## config.mk

```make
export PLATFORM = sky130hd
export DESIGN_NAME = flash_prog_bridge
export DESIGN_NICKNAME = d
export VERILOG_FILES = /design/src/rtl/fpb_pkg.sv /design/src/rtl/fpb_frame_pack.sv /design/src/rtl/fpb_spi_shift.sv /design/src/rtl/fpb_seq.sv /design/src/rtl/flash_prog_bridge.sv
export SDC_FILE = /design/constraint.sdc
export NUM_CORES = 1
export LEC_CHECK = 0
export BUFFER_PORTS_ARGS = -buffer_cell sky130_fd_sc_hd__clkbuf_2
export CAP_MARGIN = 20
export CORE_UTILIZATION = 55
export CTS_CLUSTER_DIAMETER = 40
export DETAILED_ROUTE_END_ITERATION = 8
export PLACE_DENSITY = 0.75
export SYNTH_ARGS = -nofsm -noshare
export SYNTH_HDL_FRONTEND = slang
export SYNTH_SLANG_ARGS = --single-unit
```

## constraint.sdc

```tcl
create_clock -name clk -period 3.9 [get_ports clk]
set_input_delay 0.39 -clock clk [delete_from_list [all_inputs] [get_ports clk]]
set_output_delay 0.39 -clock clk [all_outputs]
set_load 0.1 [all_outputs]
```

## src/rtl/fpb_pkg.sv

```systemverilog
package fpb_pkg;

    typedef enum logic [1:0] {
        HS_IDLE  = 2'd0,
        HS_LWAIT = 2'd1,
        HS_READY = 2'd2,
        HS_TURN  = 2'd3
    } host_stat_e;

    typedef enum logic [2:0] {
        SQ_IDLE,
        SQ_LOAD,
        SQ_SEND,
        SQ_READY,
        SQ_TURN
    } seq_state_e;

    typedef enum logic [1:0] {
        SH_IDLE,
        SH_BITS,
        SH_HOLD
    } shift_state_e;

endpackage

```

## src/rtl/fpb_frame_pack.sv

```systemverilog
// Maps opcode, address (high byte first) and data (low byte first)
// onto the fixed transmit entries.
module fpb_frame_pack #(
    parameter int unsigned ADDR_W = 24,
    parameter int unsigned DATA_W = 32,
    localparam int unsigned ADDR_BYTES = ADDR_W / 8,
    localparam int unsigned DATA_BYTES = DATA_W / 8,
    localparam int unsigned NB = 1 + ADDR_BYTES + DATA_BYTES
) (
    input  logic [7:0]          opcode,
    input  logic [ADDR_W-1:0]   addr,
    input  logic [DATA_W-1:0]   data,
    output logic [NB-1:0][7:0]  entries
);

    assign entries[0] = opcode;

    for (genvar i = 0; i < ADDR_BYTES; i++) begin : g_addr
        assign entries[1 + i] = addr[ADDR_W - 1 - 8 * i -: 8];
    end

    for (genvar j = 0; j < DATA_BYTES; j++) begin : g_data
        assign entries[1 + ADDR_BYTES + j] = data[8 * j +: 8];
    end

endmodule

```

## src/rtl/fpb_spi_shift.sv

```systemverilog
// Mode-0 serialiser: entry 0 upward, MSB first, CS held one SCK period
// after the last falling SCK edge.
module fpb_spi_shift import fpb_pkg::*; #(
    parameter int unsigned NB       = 8,
    parameter int unsigned SCK_HALF = 2,
    localparam int unsigned IDX_W = $clog2(NB),
    localparam int unsigned CNT_W = $clog2(2 * SCK_HALF) + 1
) (
    input  logic                clk,
    input  logic                rst,
    input  logic                start,
    input  logic [NB-1:0][7:0]  frame,
    input  logic [IDX_W-1:0]    last_idx,
    output logic                sck,
    output logic                mosi,
    output logic                cs_n,
    output logic                done
);

    typedef struct packed {
        shift_state_e          st;
        logic [NB-1:0][7:0]    buffer;
        logic [IDX_W-1:0]      byte_i;
        logic [2:0]            bit_i;
        logic [IDX_W-1:0]      last;
        logic [CNT_W-1:0]      cnt;
        logic                  sck;
        logic                  cs_n;
        logic                  done;
    } sh_regs_t;

    sh_regs_t q, d;

    always_comb begin
        d      = q;
        d.done = 1'b0;
        case (q.st)
            SH_IDLE: begin
                if (start) begin
                    d.st     = SH_BITS;
                    d.buffer = frame;
                    d.last   = last_idx;
                    d.byte_i = '0;
                    d.bit_i  = 3'd7;
                    d.cnt    = '0;
                    d.sck    = 1'b0;
                    d.cs_n   = 1'b0;
                end
            end
            SH_BITS: begin
                if (q.cnt == CNT_W'(SCK_HALF - 1)) begin
                    d.cnt = '0;
                    if (!q.sck) begin
                        d.sck = 1'b1;
                    end else begin
                        d.sck = 1'b0;
                        if (q.bit_i == 3'd0) begin
                            if (q.byte_i == q.last) begin
                                d.st = SH_HOLD;
                            end else begin
                                d.byte_i = IDX_W'(q.byte_i + 1'b1);
                                d.bit_i  = 3'd7;
                            end
                        end else begin
                            d.bit_i = q.bit_i - 3'd1;
                        end
                    end
                end else begin
                    d.cnt = q.cnt + 1'b1;
                end
            end
            SH_HOLD: begin
                if (q.cnt == CNT_W'(2 * SCK_HALF - 1)) begin
                    d.cnt  = '0;
                    d.cs_n = 1'b1;
                    d.done = 1'b1;
                    d.st   = SH_IDLE;
                end else begin
                    d.cnt = q.cnt + 1'b1;
                end
            end
            default: begin
                d.st   = SH_IDLE;
                d.cs_n = 1'b1;
                d.sck  = 1'b0;
            end
        endcase
    end

    always_ff @(posedge clk) begin
        if (rst) begin
            q      <= '0;
            q.cs_n <= 1'b1;
        end else begin
            q <= d;
        end
    end

    assign sck  = q.sck;
    assign cs_n = q.cs_n;
    assign done = q.done;
    assign mosi = ~q.cs_n & q.buffer[q.byte_i][q.bit_i];

endmodule

```

## src/rtl/fpb_seq.sv

```systemverilog
// Accepts gated host writes, latches the request and drives the host
// handshake: long-wait, ready, turnaround.
module fpb_seq import fpb_pkg::*; #(
    parameter int unsigned ADDR_W = 24,
    parameter int unsigned DATA_W = 32,
    parameter int unsigned IDX_W  = 3,
    localparam int unsigned ADDR_BYTES = ADDR_W / 8,
    localparam int unsigned DATA_BYTES = DATA_W / 8
) (
    input  logic               clk,
    input  logic               rst,
    input  logic               cfg_autoinc,
    input  logic               cfg_dummy,
    input  logic               cfg_direct,
    input  logic               cfg_hold_host,
    input  logic               req,
    input  logic [1:0]         size,
    input  logic [ADDR_W-1:0]  addr,
    input  logic [DATA_W-1:0]  data,
    input  logic [7:0]         opcode,
    input  logic               tx_done,
    output logic               tx_start,
    output logic [7:0]         lat_op,
    output logic [ADDR_W-1:0]  lat_addr,
    output logic [DATA_W-1:0]  lat_data,
    output logic [IDX_W-1:0]   last_idx,
    output host_stat_e         stat
);

    typedef struct packed {
        seq_state_e          st;
        logic [7:0]          op;
        logic [ADDR_W-1:0]   addr;
        logic [DATA_W-1:0]   data;
        logic [IDX_W-1:0]    last;
    } seq_regs_t;

    seq_regs_t q, d;
    logic      path_ok;
    int unsigned n_data;

    assign path_ok = ~cfg_autoinc & ~cfg_dummy & cfg_direct & cfg_hold_host;

    always_comb begin
        case (size)
            2'd0:    n_data = 1;
            2'd1:    n_data = (DATA_BYTES >= 2) ? 2 : DATA_BYTES;
            default: n_data = DATA_BYTES;
        endcase
    end

    always_comb begin
        d = q;
        case (q.st)
            SQ_IDLE: begin
                if (req && path_ok) begin
                    d.st   = SQ_LOAD;
                    d.op   = opcode;
                    d.addr = addr;
                    d.data = data;
                    d.last = IDX_W'(ADDR_BYTES + n_data);
                end
            end
            SQ_LOAD:  d.st = SQ_SEND;
            SQ_SEND:  if (tx_done) d.st = SQ_READY;
            SQ_READY: d.st = SQ_TURN;
            SQ_TURN:  d.st = SQ_IDLE;
            default:  d.st = SQ_IDLE;
        endcase
    end

    always_ff @(posedge clk) begin
        if (rst) begin
            q <= '0;
        end else begin
            q <= d;
        end
    end

    always_comb begin
        case (q.st)
            SQ_IDLE:          stat = HS_IDLE;
            SQ_LOAD, SQ_SEND: stat = HS_LWAIT;
            SQ_READY:         stat = HS_READY;
            SQ_TURN:          stat = HS_TURN;
            default:          stat = HS_IDLE;
        endcase
    end

    assign tx_start = (q.st == SQ_LOAD);
    assign lat_op   = q.op;
    assign lat_addr = q.addr;
    assign lat_data = q.data;
    assign last_idx = q.last;

endmodule

```

## src/rtl/flash_prog_bridge.sv

```systemverilog
module flash_prog_bridge import fpb_pkg::*; #(
    parameter int unsigned ADDR_W   = 24,
    parameter int unsigned DATA_W   = 32,
    parameter int unsigned SCK_HALF = 2
) (
    input  logic              clk,
    input  logic              rst,
    input  logic              cfg_autoinc,
    input  logic              cfg_dummy,
    input  logic              cfg_direct,
    input  logic              cfg_hold_host,
    input  logic [7:0]        prog_op,
    input  logic              wr_req,
    input  logic [1:0]        wr_size,
    input  logic [ADDR_W-1:0] wr_addr,
    input  logic [DATA_W-1:0] wr_data,
    output logic [1:0]        host_stat,
    output logic              spi_sck,
    output logic              spi_mosi,
    output logic              spi_cs_n
);

    localparam int unsigned ADDR_BYTES  = ADDR_W / 8;
    localparam int unsigned DATA_BYTES  = DATA_W / 8;
    localparam int unsigned FRAME_BYTES = 1 + ADDR_BYTES + DATA_BYTES;
    localparam int unsigned IDX_W       = $clog2(FRAME_BYTES);

    logic                        tx_start;
    logic                        tx_done;
    logic [7:0]                  lat_op;
    logic [ADDR_W-1:0]           lat_addr;
    logic [DATA_W-1:0]           lat_data;
    logic [IDX_W-1:0]            last_idx;
    logic [FRAME_BYTES-1:0][7:0] frame;
    host_stat_e                  stat;

    fpb_seq #(
        .ADDR_W (ADDR_W),
        .DATA_W (DATA_W),
        .IDX_W  (IDX_W)
    ) u_seq (
        .clk           (clk),
        .rst           (rst),
        .cfg_autoinc   (cfg_autoinc),
        .cfg_dummy     (cfg_dummy),
        .cfg_direct    (cfg_direct),
        .cfg_hold_host (cfg_hold_host),
        .req           (wr_req),
        .size          (wr_size),
        .addr          (wr_addr),
        .data          (wr_data),
        .opcode        (prog_op),
        .tx_done       (tx_done),
        .tx_start      (tx_start),
        .lat_op        (lat_op),
        .lat_addr      (lat_addr),
        .lat_data      (lat_data),
        .last_idx      (last_idx),
        .stat          (stat)
    );

    fpb_frame_pack #(
        .ADDR_W (ADDR_W),
        .DATA_W (DATA_W)
    ) u_pack (
        .opcode  (lat_op),
        .addr    (lat_addr),
        .data    (lat_data),
        .entries (frame)
    );

    fpb_spi_shift #(
        .NB       (FRAME_BYTES),
        .SCK_HALF (SCK_HALF)
    ) u_shift (
        .clk      (clk),
        .rst      (rst),
        .start    (tx_start),
        .frame    (frame),
        .last_idx (last_idx),
        .sck      (spi_sck),
        .mosi     (spi_mosi),
        .cs_n     (spi_cs_n),
        .done     (tx_done)
    );

    assign host_stat = stat;

endmodule

```

; Word-level counts from Yosys, hierarchy flattened
; Index checks and enable logic that the tools add are counted.
[word_totals]
ff_bits = 151
in_bits = 73
[classes]
add_sub_neg = 4
order_cmp = 2
n_eq_ne = 20
n_mux = 30
bitwise_logic = 9
n_reduce_logical = 18
[ops]
columns = op, count
row1 = $mux W80, 1
row2 = $mux W70, 1
row3 = $bmux W8 S3, 1
row4 = $mux W6, 3
row5 = $mux W3, 5
row6 = $ne A2 B1 Y1 const B, 7
row7 = $mux W2, 6
row8 = $pmux W2 S3, 2
row9 = $pmux W3 S4, 1
row10 = $pmux W6 S2, 1
row11 = $reduce_and A6 Y1, 2
row12 = $eq A3 B2 Y1 const B, 3
row13 = $pmux W3 S3, 1
row14 = $lt A3 B4 Y1 const B, 2
row15 = $mux W8, 1
row16 = $reduce_and A2 Y1, 4
row17 = $add A3 B1 Y3 const B, 2
row18 = $eq A3 B1 Y1 const B, 2
row19 = $logic_not A3 Y1, 2
row20 = $pmux W1 S3, 2
row21 = $pmux W3 S2, 1
row22 = $reduce_and A3 Y1, 2
row23 = $not A1 Y1, 5
row24 = $reduce_and A5 Y1, 1
row25 = other kinds (16), 25

; Longest topological paths before layout
[depth]
word_depth = 7
depth_mapped = 8
mapped_depth_nobuf = 7

; Cells and area by module
; A second synthesis with hierarchy kept.
[hier_totals]
cells_unflattened = 912
hier_area_um2 = 7639.8
[by_module_without_submodules]
columns = module, n_inst, cells_each, area_each_um2, seq_area_each_um2
row1 = fpb_spi_shift, 1, 442, 3733.6, 1621.6
row2 = fpb_seq, 1, 406, 3425.8, 1401.3
row3 = fpb_frame_pack, 1, 64, 480.5, 0.0

; Worst setup path after synthesis
; OpenSTA, ideal clock, no wires.
[synth_path]
kind = register to output
from = reg u_shift.q[13] in the netlist's numbering
to = out spi_mosi
arrival_ps = 4175
required_ps = 3510
slack_ps = -665
stages_incl_launch_ff = 7
n_path_buf = 2
path_cell_list = dfxtp_1 buf_4 buf_2 mux4_2 mux2_2 a21oi_1 o41ai_1
[synth_between]
elab_chain_cells = 5
[synth_rtl]
columns = item, line
row1 = "start, declared", fpb_spi_shift.sv:32  ; sh_regs_t q, d;
row2 = $bmux W8 S3, fpb_spi_shift.sv:102  ; assign mosi = ~q.cs_n & q.buffer[q.byte_i][q.bit_i];
row3 = $mux W8 (implied by the code), fpb_spi_shift.sv:102
row4 = $bmux W1 S3, fpb_spi_shift.sv:102
row5 = $mux W1 (implied by the code), fpb_spi_shift.sv:102
row6 = $and A1 B1 Y1, fpb_spi_shift.sv:102
row7 = "end, declared", flash_prog_bridge.sv:19  ; output logic spi_mosi,
; Every way passes these cells. The select of a mux whose other input is x is not followed.

; Worst setup path after layout
; Same ends and word-level chain as after synthesis.

==> impl_results.md <==
* CP arrival at 3.11 ns
* Clock transition at path regs at 0.07 ns
* Resized Gates After CTS at 0
* CP max-delay cell: dfxtp_1
* Placer's final routability congestion estimate at 0.884
* Clk sink count at 151
* Initial Util at 56.9%
* Yosys cell types at 42
* Slew headroom at 33.6%
* Crit share post-route at 89.9%
* CTS tree: built
* Post-synthesis sequential area ratio at 48.8%
* Clock skew at 0.00740 ns
* Worst Setup Start Kind: flip-flop
* Hpwl dp at 8940 um
* Pin count of the biggest net entering global routing at 69
* Vias at 5242
* Status: finished, final reports clean
* Setup Viol. Count Final at 0
* Tmin final at 3.50 ns
* Top FF cell, synth: dfxtp_1
* Hold-fix buffers, CTS at 0
* Avg Inst Size Synth at 8.12 um2
* Initial antenna violation count at 0
* Most common cell after layout, fill and taps aside: nand2_1
* Worst R2R Start: u_shift.q[13]
* Clk Tree Root Cell: clkbuf_8
* Setup CP Type: reg2out
* Cell chain of the critical path: mux4_2 -> mux2i_1 -> o21ai_0 -> a21oi_1 -> o41ai_2 -> clkbuf_2
* Post-synth EDFFs at 0
* Worst path max stage delay at 0.97 ns
* Gate count of the mapped netlist at 763
* Worst Min Path Start: wr_data[24]
* Post-synthesis net count at 849
* Power Total at 3110 uW
* Final setup TNS at 0 ns
* Avg WL per Cell at 14.2 um
* Initial DRT Pass Iterations at 7
* Std cell rows at 38
* Total track usage at 25.7%
* Most frequent cells in the layout: nand2_1, dfxtp_1, a21oi_1, clkbuf_2, nor2_1
* Max Freq at 0.285 GHz
* Hold Crit Class: in2reg
* Vias in the first global route at 4877
* Final non-filler cell total at 962
* I/O Buffers at 77
* Vias per Instance at 5.45
* Yosys reg bits at 151
* Initial DRC count at 424
* CTS H-tree depth at 4
* Die area at 11700 um2
* Total routed wirelength at 13700 um
* CTS Buffer Depth at 2
* Net count, final at 895
* Synth warn at 0
* Hold Slack at 0.0659 ns
* Skew-Pair Late Insertion Delay at 0.54 ns
* Layout cells sized above 1 at 17.4%
* Inserted Diodes at 0
* Worst VDD drop at 0.374 mV
* Unrepaired setup endpoints after global routing: false
* Crit path launch: u_shift.q[13]
* Final slew viol count at 0
* Area growth from synthesis to layout at 15.3%
* Die Width at 108 um
* Post-route DRC at 0
* Total I/O pin count at 78
* Leak pwr at 0.00252 uW
* Worst-path maximum fanout at 20
* Critical Path End Type: primary output
* WP data required at 3.51 ns
* Die height at 108 um
* Synth Cell Area at 6200 um2
* GR Overflow Total at 0
* # placed instances at 928
* Max-Cap Viols at 0
* Remaining antenna violation count after routing at 0
* Pwr/cell area at 435 nW/um2
* Final hold viol count at 0
* First-pass GRT wire length at 23100 um
* Async SR Flop Fraction at 0%
* Setup bufs post-CTS at 0
* Total CTS buffers at 17
* Core area at 10900 um2
* Worst Max-Slew Pin Slew at 0.995 ns
[sequential cells by signal (all words and copies together), names as in the netlist]
| register | flops |
|---|---|
| u_shift.q | 78 |
| u_seq.lat_data | 32 |
| u_seq.lat_addr | 24 |
| u_seq.lat_op | 8 |
| u_seq.last_idx | 3 |
| u_seq.q | 3 |
| u_shift.cs_n | 1 |
| u_shift.done | 1 |
| u_shift.sck | 1 |
[Yosys cell counts (5+ instances only)]
master | number | area, um2
dfxtp_1 | 151 | 3020
nor2_1 | 19 | 71.3
nand2_1 | 276 | 1040
o21ai_0 | 9 | 45.0
buf_2 | 13 | 65.1
nand3_1 | 6 | 30.0
clkbuf_1 | 40 | 150
a21oi_1 | 144 | 721
mux4_2 | 15 | 338
ha_1 | 13 | 163
nand2b_1 | 7 | 43.8
inv_1 | 10 | 37.5
mux2i_1 | 8 | 80.1
nor3_1 | 5 | 25.0
[layout make-up]
type,instances,area (um2)
Sequential cell,151,3020
Tap cell,140,175
Inverter,10,37.5
Multi-Input combinational cell,546,2910
Fill cell,916,3740
Clock inverter,14,101
Timing Repair Buffer,83,465
Clock buffer,18,428
[per-stage QoR]
| stage | worst slack (ns) | area, um2 | utilization, % |
|---|---|---|---|
| finish | 0.396 | 7140 | 65.6 |
| global route | 0.176 | 7140 | 65.6 |
| global placement | 0.979 | 6570 | 60.3 |
| CTS | 0.346 | 7100 | 65.2 |
| detailed placement | 0.905 | 6570 | 60.3 |
| floorplan | 0.678 | 6200 | - |
[worst paths after layout]
| kind | end | slack, ns | cells past startpoint |
|---|---|---|---|
| max | spi_mosi | 0.40 | 6 |
| min reg2reg | u_shift.q[7] | 0.45 | 2 |
| max reg2reg | u_shift.q[14] | 1.39 | 5 |
| min | u_seq.lat_data[24] | 0.07 | 3 |
[power breakdown]
group,switching [uW],total (uW),internal (uW)
sequential,5.95,1560,1550
combinational,54.4,93.4,39.0
clock,654,1460,801
total,715,3110,2390
[per-layer routing]
| layer | share of wire [%] | vias up | track usage, % |
|---|---|---|---|
| li1 | - | 2631 | - |
| met1 | 45 | 2455 | 33.3 |
| met2 | 48 | 135 | 41.1 |
| met3 | 4.8 | 21 | 6.69 |
| met4 | 1.7 | 0 | 10.2 |
| met5 | 0 | - | 0 |
[cell families (layout without fill, tap and decap cells)]
logic type | count (synthesis) | in the layout | synth area share [%]
xor+xnor | 5 | 5 | 0.707
fa+ha+maj | 13 | 13 | 2.63
mux | 25 | 25 | 7.11
compound gates | 170 | 170 | 14.5
simple gates | 333 | 333 | 21.8
flops | 151 | 151 | 48.8
buf+inv | 66 | 125 | 4.50
[critical path: cells and delay by family (launching register included)]
kind                   cells  cell delay [ns]
AO/OA/AOI/OAI              3             0.62
buffers and inverters      1             0.53
multiplexers               2             0.45
flip-flops                 1             0.97
Power figures use the tool's default switching activity.
